### src/rtl/pt_walker_pkg.sv
package pt_walker_pkg;

   typedef enum logic [2:0] {
      ST_IDLE     = 3'd0,
      ST_RD_OUTER = 3'd1,
      ST_RD_INNER = 3'd2,
      ST_DONE     = 3'd3,
      ST_FAULT    = 3'd4
   } walk_st_e;

   typedef enum logic [1:0] {
      CAUSE_LEN   = 2'd0,
      CAUSE_OUTER = 2'd1,
      CAUSE_INNER = 2'd2
   } fault_cause_e;

   localparam int PTE_VALID_BIT = 0;
   localparam int PTE_NX_BIT    = 1;
   localparam int PTE_DIRTY_BIT = 2;
   localparam int PTE_REF_BIT   = 3;
   localparam int ATTR_W        = 4;

endpackage

### src/rtl/pt_index_split.sv
module pt_index_split #(
   parameter int VA_W   = 32,
   parameter int IDX1_W = 12,
   parameter int IDX2_W = 10,
   parameter int OFF_W  = 10
) (
   input  logic [VA_W-1:0]   vaddr,
   output logic [IDX1_W-1:0] idx_outer,
   output logic [IDX2_W-1:0] idx_inner,
   output logic [OFF_W-1:0]  offset
);
   localparam int INNER_LO = OFF_W;
   localparam int OUTER_LO = OFF_W + IDX2_W;

   if (IDX1_W + IDX2_W + OFF_W != VA_W) begin : g_bad_split
      $error("pt_index_split: index and offset widths must sum to VA_W");
   end

   assign offset    = vaddr[OFF_W-1:0];
   assign idx_inner = vaddr[INNER_LO +: IDX2_W];
   assign idx_outer = vaddr[OUTER_LO +: IDX1_W];
endmodule

### src/rtl/pt_entry_addr.sv
module pt_entry_addr #(
   parameter int AW          = 32,
   parameter int IDX_W       = 12,
   parameter int ENTRY_BYTES = 4
) (
   input  logic [AW-1:0]    table_base,
   input  logic [IDX_W-1:0] index,
   output logic [AW-1:0]    entry_addr
);
   localparam int SHIFT = $clog2(ENTRY_BYTES);
   localparam int PAD   = AW - IDX_W - SHIFT;

   if (PAD < 0) begin : g_bad_width
      $error("pt_entry_addr: index too wide for address");
   end
   if ((1 << SHIFT) != ENTRY_BYTES) begin : g_bad_entry
      $error("pt_entry_addr: entry size must be a power of two");
   end

   logic [AW-1:0] scaled;
   if (SHIFT == 0) begin : g_byte
      assign scaled = {{PAD{1'b0}}, index};
   end else begin : g_scaled
      assign scaled = {{PAD{1'b0}}, index, {SHIFT{1'b0}}};
   end

   assign entry_addr = table_base + scaled;
endmodule

### src/rtl/pt_mem_port.sv
module pt_mem_port #(
   parameter int AW = 32
) (
   input  logic          clk,
   input  logic          rst_n,
   input  logic          active,
   input  logic [AW-1:0] addr_in,
   output logic          mem_req_valid,
   input  logic          mem_req_ready,
   output logic [AW-1:0] mem_req_addr,
   input  logic          mem_rsp_valid,
   output logic          rsp_take
);
   logic issued;

   assign mem_req_valid = active && !issued;
   assign mem_req_addr  = addr_in;
   assign rsp_take      = issued && mem_rsp_valid;

   always_ff @(posedge clk) begin
      if (!rst_n) begin
         issued <= 1'b0;
      end else if (rsp_take) begin
         issued <= 1'b0;
      end else if (mem_req_valid && mem_req_ready) begin
         issued <= 1'b1;
      end
   end

   AST_REQ_HOLD: assert property (@(posedge clk) disable iff (!rst_n)
      mem_req_valid && !mem_req_ready |=> mem_req_valid && $stable(mem_req_addr));
   AST_ONE_IN_FLIGHT: assert property (@(posedge clk) disable iff (!rst_n)
      mem_req_valid && mem_req_ready |=> !mem_req_valid);
endmodule

### src/rtl/pt_walker.sv
module pt_walker
   import pt_walker_pkg::*;
#(
   parameter int VA_W        = 32,
   parameter int IDX1_W      = 12,
   parameter int IDX2_W      = 10,
   parameter int OFF_W       = 10,
   parameter int PTE_W       = 32,
   parameter bit LEN_CHECK_EN = 1'b1
) (
   input  logic                clk,
   input  logic                rst_n,
   input  logic                req_valid,
   output logic                req_ready,
   input  logic [VA_W-1:0]     req_vaddr,
   input  logic [VA_W-1:0]     req_base,
   input  logic [IDX1_W:0]     req_len,
   output logic                rsp_valid,
   output logic                rsp_fault,
   output logic [1:0]          rsp_cause,
   output logic [VA_W-1:0]     rsp_paddr,
   output logic [ATTR_W-1:0]   rsp_attr,
   output logic                mem_req_valid,
   input  logic                mem_req_ready,
   output logic [VA_W-1:0]     mem_req_addr,
   input  logic                mem_rsp_valid,
   input  logic [PTE_W-1:0]    mem_rsp_data
);
   localparam int BASE_W      = PTE_W - OFF_W;
   localparam int ENTRY_BYTES = PTE_W / 8;
   localparam int OUTER_LO    = OFF_W + IDX2_W;

   if (PTE_W != VA_W) begin : g_bad_pte
      $error("pt_walker: entry width must equal address width");
   end
   if (OFF_W <= ATTR_W) begin : g_bad_off
      $error("pt_walker: offset must leave room for attribute bits");
   end

   walk_st_e             state_q;
   fault_cause_e         cause_q;
   logic [VA_W-1:0]      va_q;
   logic [VA_W-1:0]      ptbr_q;
   logic [BASE_W-1:0]    tbl_q;
   logic [VA_W-1:0]      paddr_q;
   logic [ATTR_W-1:0]    attr_q;

   logic [IDX1_W-1:0]    idx_outer;
   logic [IDX2_W-1:0]    idx_inner;
   logic [OFF_W-1:0]     offset;
   logic [VA_W-1:0]      outer_addr;
   logic [VA_W-1:0]      inner_addr;
   logic [VA_W-1:0]      inner_base;
   logic                 len_bad;
   logic                 port_active;
   logic                 rsp_take;
   logic                 entry_ok;
   logic                 unused_pte_bits;

   pt_index_split #(
      .VA_W(VA_W), .IDX1_W(IDX1_W), .IDX2_W(IDX2_W), .OFF_W(OFF_W)
   ) u_split (
      .vaddr(va_q), .idx_outer(idx_outer), .idx_inner(idx_inner), .offset(offset)
   );

   assign inner_base = {tbl_q, {OFF_W{1'b0}}};

   pt_entry_addr #(.AW(VA_W), .IDX_W(IDX1_W), .ENTRY_BYTES(ENTRY_BYTES)) u_outer_addr (
      .table_base(ptbr_q), .index(idx_outer), .entry_addr(outer_addr)
   );
   pt_entry_addr #(.AW(VA_W), .IDX_W(IDX2_W), .ENTRY_BYTES(ENTRY_BYTES)) u_inner_addr (
      .table_base(inner_base), .index(idx_inner), .entry_addr(inner_addr)
   );

   if (LEN_CHECK_EN) begin : g_len_check
      assign len_bad = {1'b0, req_vaddr[OUTER_LO +: IDX1_W]} >= req_len;
      AST_LEN_FAULT: assert property (@(posedge clk) disable iff (!rst_n)
         req_valid && req_ready && ({1'b0, req_vaddr[OUTER_LO +: IDX1_W]} >= req_len)
         |=> rsp_valid && rsp_fault && rsp_cause == 2'd0 && !mem_req_valid);
   end else begin : g_no_len_check
      assign len_bad = 1'b0;
   end

   assign port_active = (state_q == ST_RD_OUTER) || (state_q == ST_RD_INNER);

   pt_mem_port #(.AW(VA_W)) u_port (
      .clk(clk), .rst_n(rst_n), .active(port_active),
      .addr_in((state_q == ST_RD_INNER) ? inner_addr : outer_addr),
      .mem_req_valid(mem_req_valid), .mem_req_ready(mem_req_ready),
      .mem_req_addr(mem_req_addr), .mem_rsp_valid(mem_rsp_valid),
      .rsp_take(rsp_take)
   );

   assign entry_ok        = mem_rsp_data[PTE_VALID_BIT];
   assign unused_pte_bits = ^mem_rsp_data[OFF_W-1:ATTR_W];

   always_ff @(posedge clk) begin
      if (!rst_n) begin
         state_q <= ST_IDLE;
         cause_q <= CAUSE_LEN;
         va_q    <= '0;
         ptbr_q  <= '0;
         tbl_q   <= '0;
         paddr_q <= '0;
         attr_q  <= '0;
      end else begin
         unique case (state_q)
            ST_IDLE: begin
               if (req_valid) begin
                  va_q    <= req_vaddr;
                  ptbr_q  <= req_base;
                  paddr_q <= '0;
                  attr_q  <= '0;
                  if (len_bad) begin
                     cause_q <= CAUSE_LEN;
                     state_q <= ST_FAULT;
                  end else begin
                     state_q <= ST_RD_OUTER;
                  end
               end
            end
            ST_RD_OUTER: begin
               if (rsp_take) begin
                  if (!entry_ok) begin
                     cause_q <= CAUSE_OUTER;
                     state_q <= ST_FAULT;
                  end else begin
                     tbl_q   <= mem_rsp_data[PTE_W-1:OFF_W];
                     state_q <= ST_RD_INNER;
                  end
               end
            end
            ST_RD_INNER: begin
               if (rsp_take) begin
                  if (!entry_ok) begin
                     cause_q <= CAUSE_INNER;
                     state_q <= ST_FAULT;
                  end else begin
                     paddr_q <= {mem_rsp_data[PTE_W-1:OFF_W], offset};
                     attr_q  <= mem_rsp_data[ATTR_W-1:0];
                     state_q <= ST_DONE;
                  end
               end
            end
            ST_DONE, ST_FAULT: state_q <= ST_IDLE;
            default:           state_q <= ST_IDLE;
         endcase
      end
   end

   assign req_ready = (state_q == ST_IDLE);
   assign rsp_valid = (state_q == ST_DONE) || (state_q == ST_FAULT);
   assign rsp_fault = (state_q == ST_FAULT);
   assign rsp_cause = cause_q;
   assign rsp_paddr = paddr_q;
   assign rsp_attr  = attr_q;

   AST_RSP_PULSE: assert property (@(posedge clk) disable iff (!rst_n)
      rsp_valid |=> !rsp_valid && req_ready);
   AST_IDLE_QUIET: assert property (@(posedge clk) disable iff (!rst_n)
      req_ready |-> !rsp_valid && !mem_req_valid);
   AST_DONE_AFTER_MEM: assert property (@(posedge clk) disable iff (!rst_n)
      rsp_valid && !rsp_fault |-> $past(mem_rsp_valid));
   AST_OUTER_INVALID: assert property (@(posedge clk) disable iff (!rst_n)
      state_q == ST_RD_OUTER && rsp_take && !mem_rsp_data[PTE_VALID_BIT]
      |=> rsp_fault && rsp_cause == 2'd1);
   AST_INNER_INVALID: assert property (@(posedge clk) disable iff (!rst_n)
      state_q == ST_RD_INNER && rsp_take && !mem_rsp_data[PTE_VALID_BIT]
      |=> rsp_fault && rsp_cause == 2'd2);
   AST_FAULT_ZERO: assert property (@(posedge clk) disable iff (!rst_n)
      rsp_fault |-> rsp_paddr == '0 && rsp_attr == '0);
   AST_OFFSET_KEPT: assert property (@(posedge clk) disable iff (!rst_n)
      rsp_valid && !rsp_fault |-> rsp_paddr[OFF_W-1:0] == va_q[OFF_W-1:0]);
endmodule

### config.mk
export PLATFORM = sky130hd
export DESIGN_NAME = pt_walker
export DESIGN_NICKNAME = d
export VERILOG_FILES = /design/src/rtl/pt_walker_pkg.sv /design/src/rtl/pt_index_split.sv /design/src/rtl/pt_entry_addr.sv /design/src/rtl/pt_mem_port.sv /design/src/rtl/pt_walker.sv
export SDC_FILE = /design/constraint.sdc
export NUM_CORES = 1
export LEC_CHECK = 0
export ABC_CLOCK_PERIOD_IN_PS = 2800
export BUFFER_PORTS_ARGS = -buffer_cell sky130_fd_sc_hd__buf_4
export CORE_AREA = 2 2 133 122
export CTS_CLUSTER_SIZE = 20
export DETAILED_ROUTE_END_ITERATION = 8
export DIE_AREA = 0 0 135 124
export PLACE_DENSITY = 0.66
export REMOVE_ABC_BUFFERS = 1
export SLEW_MARGIN = 20
export SYNTH_ARGS = -nofsm -noshare
export SYNTH_HDL_FRONTEND = slang
export SYNTH_SLANG_ARGS = --single-unit
### constraint.sdc
create_clock -name clk -period 2.8 [get_ports clk]
set_input_delay 0.14 -clock clk [delete_from_list [all_inputs] [get_ports clk]]
set_output_delay 0.14 -clock clk [all_outputs]
set_load 0.01 [all_outputs]
==> results.py <==
metrics = {
    "yosys": {
        "mappedNetlistArea_sq_mm": 0.00676,
        "ys_top_cells_by_area": "dfxtp_1, nand2_1, a21boi_0",
        "synth_edf_count": 0,
        "ys_async_sr_fraction_pct": 0,
        "synth_cells": 873,
        "synth_seq_cells": 128,
        "syn_avg_cell_area_sq_um": 7.74,
        "synth_top_area_share_pct": 37.9,
        "synthFlopType": "dfxtp_1",
        "ys_types": 52,
        "yosys.area.top_type": "dfxtp_1",
        "seq_area_frac_synth_pct": 37.9,
        "yosysWarningCount": 0,
    },
    "timing": {
        "slew_headroom_pct": 47.8,
        "fin_crit_ns": 2.90,
        "max_clock_freq_mhz": 345,
        "rsz0062_at_grt": "true",
        "hold_viol_final": 0,
        "tightest_slew_ns": 0.781,
        "timing.setup.tns_ns": -0.377,
        "fin_crit_sh_pct": 103,
        "fin_ws_ns": -0.0959,
        "fin_worst_skew_ns": 0.0117,
        "slew_violations": 0,
        "setup_viol": 8,
    },
    "worst_setup_path": {
        "r2r_slack_ns": 0.58,
        "startpoint_type": "flip-flop",
        "reg2reg_depth": 5,
        "timing.rr.end": "rsp_paddr[14]",
        "crit_fanout": 3,
        "cp.required_ns": 2.66,
        "r2r_start": "state_q[0]",
        "crit_type": "flip-flop to output port",
        "arrival_ns": 2.76,
        "endpoint_kind": "output port",
    },
    "routing": {
        "ant_nets": 0,
        "wire_per_inst_microns": 14.4,
        "wl_microns": 19300,
        "drc": 0,
        "drt_iter0_drc": 290,
        "vias": 6731,
        "drt-vias-per-instance": 5.00,
        "dr.pass1.iters": 4,
    },
    "hold_path": {
        "min_from": "req_vaddr[24]",
        "hold_class": "input port to flip-flop",
        "min_to": "va_q[24]",
        "hold_path_depth": 3,
    },
    "clock_network": {
        "htree_levels": 4,
        "numCtsBuffers": 17,
        "cts_root_buf": "clkbuf_16",
        "clk_latency_ns": 0.42,
        "clk_pin_slew_ns": 0.06,
        "cts_buffer_depth": 2,
        "cts_tree": "done",
        "cts.sinks": 128,
    },
    "final_layout": {
        "fin_cells": 1345,
        "area_growth_pct": 49.4,
        "post-route-util_pct": 66.1,
        "drive_above_1_share_pct": 25.6,
        "fillers": 1362,
        "layout.nets": 1272,
        "n_antenna_cell": 0,
    },
    "global_routing": {
        "grt_remaining_overflow": 0,
        "grt_pass1_vias": 6201,
        "antenna_found_initial": 0,
        "grt_max_degree": 130,
        "grt_pass1_wl_microns": 30400,
        "grt_usage_pct": 22.6,
    },
    "power": {
        "power_leakage_nw": 4.15,
        "finalPower_mw": 5.90,
        "powerDensity_mw_per_mm2": 584,
        "vdd_drop_max_v": 0.000430,
    },
    "placed_design": {
        "io_buffer_count": 181,
        "placedCellCount": 1220,
        "routabilityCongestion": 0.792,
        "hpwl_microns": 12300,
    },
    "floorplanning": {
        "die_w_microns": 135,
        "core_area_sq_mm": 0.0153,
        "dieArea_sq_mm": 0.0167,
        "start_util_pct": 44.2,
        "pin_count": 188,
        "rows": 43,
        "die_y_microns": 124,
    },
    "status": {
        "run_status": "finished with violations",
        "violations": "setup timing",
    },
    "job": {
        "maxCapViolCount": 0,
    },
}
==> cell type report <==
class / instances / area (sq um) / area share [%]
inverter: 20 / 75.1 / 0.744
multi-input combinational: 672 / 4140 / 41.0
clock inverter: 12 / 136 / 1.35
timing repair buffer: 291 / 2460 / 24.4
clock buffer: 20 / 447 / 4.42
tap: 202 / 253 / 2.50
sequential: 128 / 2580 / 25.6
==> cell usage after synthesis (3+ instances only) <==
| master | number |
|---|---|
| nor2_1 | 27 |
| buf_1 | 7 |
| a21o_1 | 6 |
| a21boi_0 | 121 |
| clkbuf_1 | 44 |
| nand4_1 | 7 |
| a22oi_1 | 3 |
| a211o_1 | 3 |
| or4_1 | 3 |
| nor2b_1 | 3 |
| and2_1 | 5 |
| nand2_1 | 259 |
| nand3_1 | 51 |
| o21ai_0 | 23 |
| o21a_1 | 3 |
| a211oi_1 | 3 |
| or2_2 | 3 |
| nand2b_1 | 4 |
| dfxtp_1 | 128 |
| inv_1 | 20 |
| and3_1 | 11 |
| nor3_2 | 3 |
| xnor2_1 | 27 |
| o21bai_1 | 3 |
| buf_2 | 3 |
| nor3_1 | 7 |
| ha_1 | 26 |
| xor2_1 | 15 |
| o211ai_1 | 3 |
| a21oi_1 | 26 |
==> flip-flops by register name, indices dropped and copies added (netlist names) <==
name,flops
rsp_attr,4
va_q,32
u_port.issued,1
ptbr_q,32
tbl_q,22
rsp_paddr,32
rsp_cause,2
state_q,3
==> layout by cell type (no fill, tap or decap), types with 3 or more instances in the layout <==
master         netlist  final
nand2_1            259    257
buf_4                0    199
a21boi_0           121    121
dfxtp_1            128    118
dlygate4sd3_1        0     82
nand3_1             51     51
xnor2_1             27     27
a21oi_1             26     23
nor2_1              27     23
inv_1               20     20
ha_1                26     19
clkbuf_16            0     17
xor2_1              15     15
o21ai_0             23     13
and3_1              11     11
o21ai_1              1     10
dfxtp_2              0      8
nand4_1              7      7
ha_4                 0      7
a21o_1               6      6
clkinvlp_4           0      6
buf_6                0      6
nor3_1               7      5
and2_1               5      4
nand2b_1             4      4
nor3_2               3      4
buf_12               0      4
a211o_1              3      3
o21bai_1             3      3
a22oi_1              3      3
or2_2                3      3
nor2b_1              3      3
a21oi_2              1      3
nor2_2               1      3
nor2_4               0      3
o211ai_1             3      3
==> worst max-delay path by stage <==
stage	start	slack [ns]	to
finish	ptbr_q[2]	-0.1	mem_req_addr[16]
global route	va_q[20]	-0.22	mem_req_addr[26]
CTS	va_q[20]	-0.13	mem_req_addr[14]
detailed placement	ptbr_q[2]	0.11	mem_req_addr[14]
global placement	va_q[20]	0.14	mem_req_addr[16]
floorplan	state_q[0]	-0.65	mem_req_addr[10]
==> where the power goes <==
| part | leakage, nW | total [mW] | internal [mW] | switching, mW |
|---|---|---|---|---|
| logic | 2.84 | 1.57 | 0.744 | 0.829 |
| clock network | 0.265 | 2.19 | 1.34 | 0.854 |
| registers | 1.05 | 2.13 | 1.99 | 0.145 |
| total | 4.15 | 5.90 | 4.07 | 1.83 |
==> what timing repair did <==
action | in CTS | in global routing
hold buffers | 82 | 0
pin swaps | 11 | 25
gates resized for setup | 27 | 38
gates cloned | 0 | 1
endpoints found under the hold margin | 97 | 0
setup buffers | 3 | 7
setup endpoints to repair | 18 | 20
==> cells by family after synthesis <==
kind of cell / Yosys count / synth area share [%]
DFF: 128 / 37.9
buffers and inverters: 74 / 4.17
xor gates and xnor gates: 42 / 5.44
and+or+nand+nor: 391 / 25.0
adders and majority gates: 28 / 5.41
muxes: 1 / 0.148
AOI/OAI and AO/OA: 209 / 21.9
==> stage by stage <==
step | setup WS [ns] | instance area (sq um) | hold WS (ns)
2_1_floorplan | -0.654 | 6550 | 0.268
3_5_place_dp | 0.115 | 8370 | 0.395
6_report | -0.0959 | 10100 | 0.00921
4_1_cts | -0.134 | 9910 | 0.00000563
5_1_grt | -0.218 | 10100 | 0.0137
3_3_place_gp | 0.141 | 8370 | 0.389
==> layer usage <==
| metal | track usage [%] | wire length (microns) |
|---|---|---|
| met1 | 29.5 | 8840 |
| met2 | 37.4 | 9100 |
| met3 | 5.82 | 1130 |
| met4 | 6.32 | 269 |
| met5 | 0 | 0 |
==> worst max-delay path: stages, from the launching register on <==
cell and delay (ns):
dfxtp_2 0.35, ha_4 0.15, fa_2 0.23, a21oi_4 0.07, o221a_1 0.25, a211oi_2 0.30, o21a_2 0.20, nor2_4 0.05
buf_6 0.14, or4_4 0.41, o211ai_2 0.08, buf_6 0.13
(Power assumes the default switching activity.)
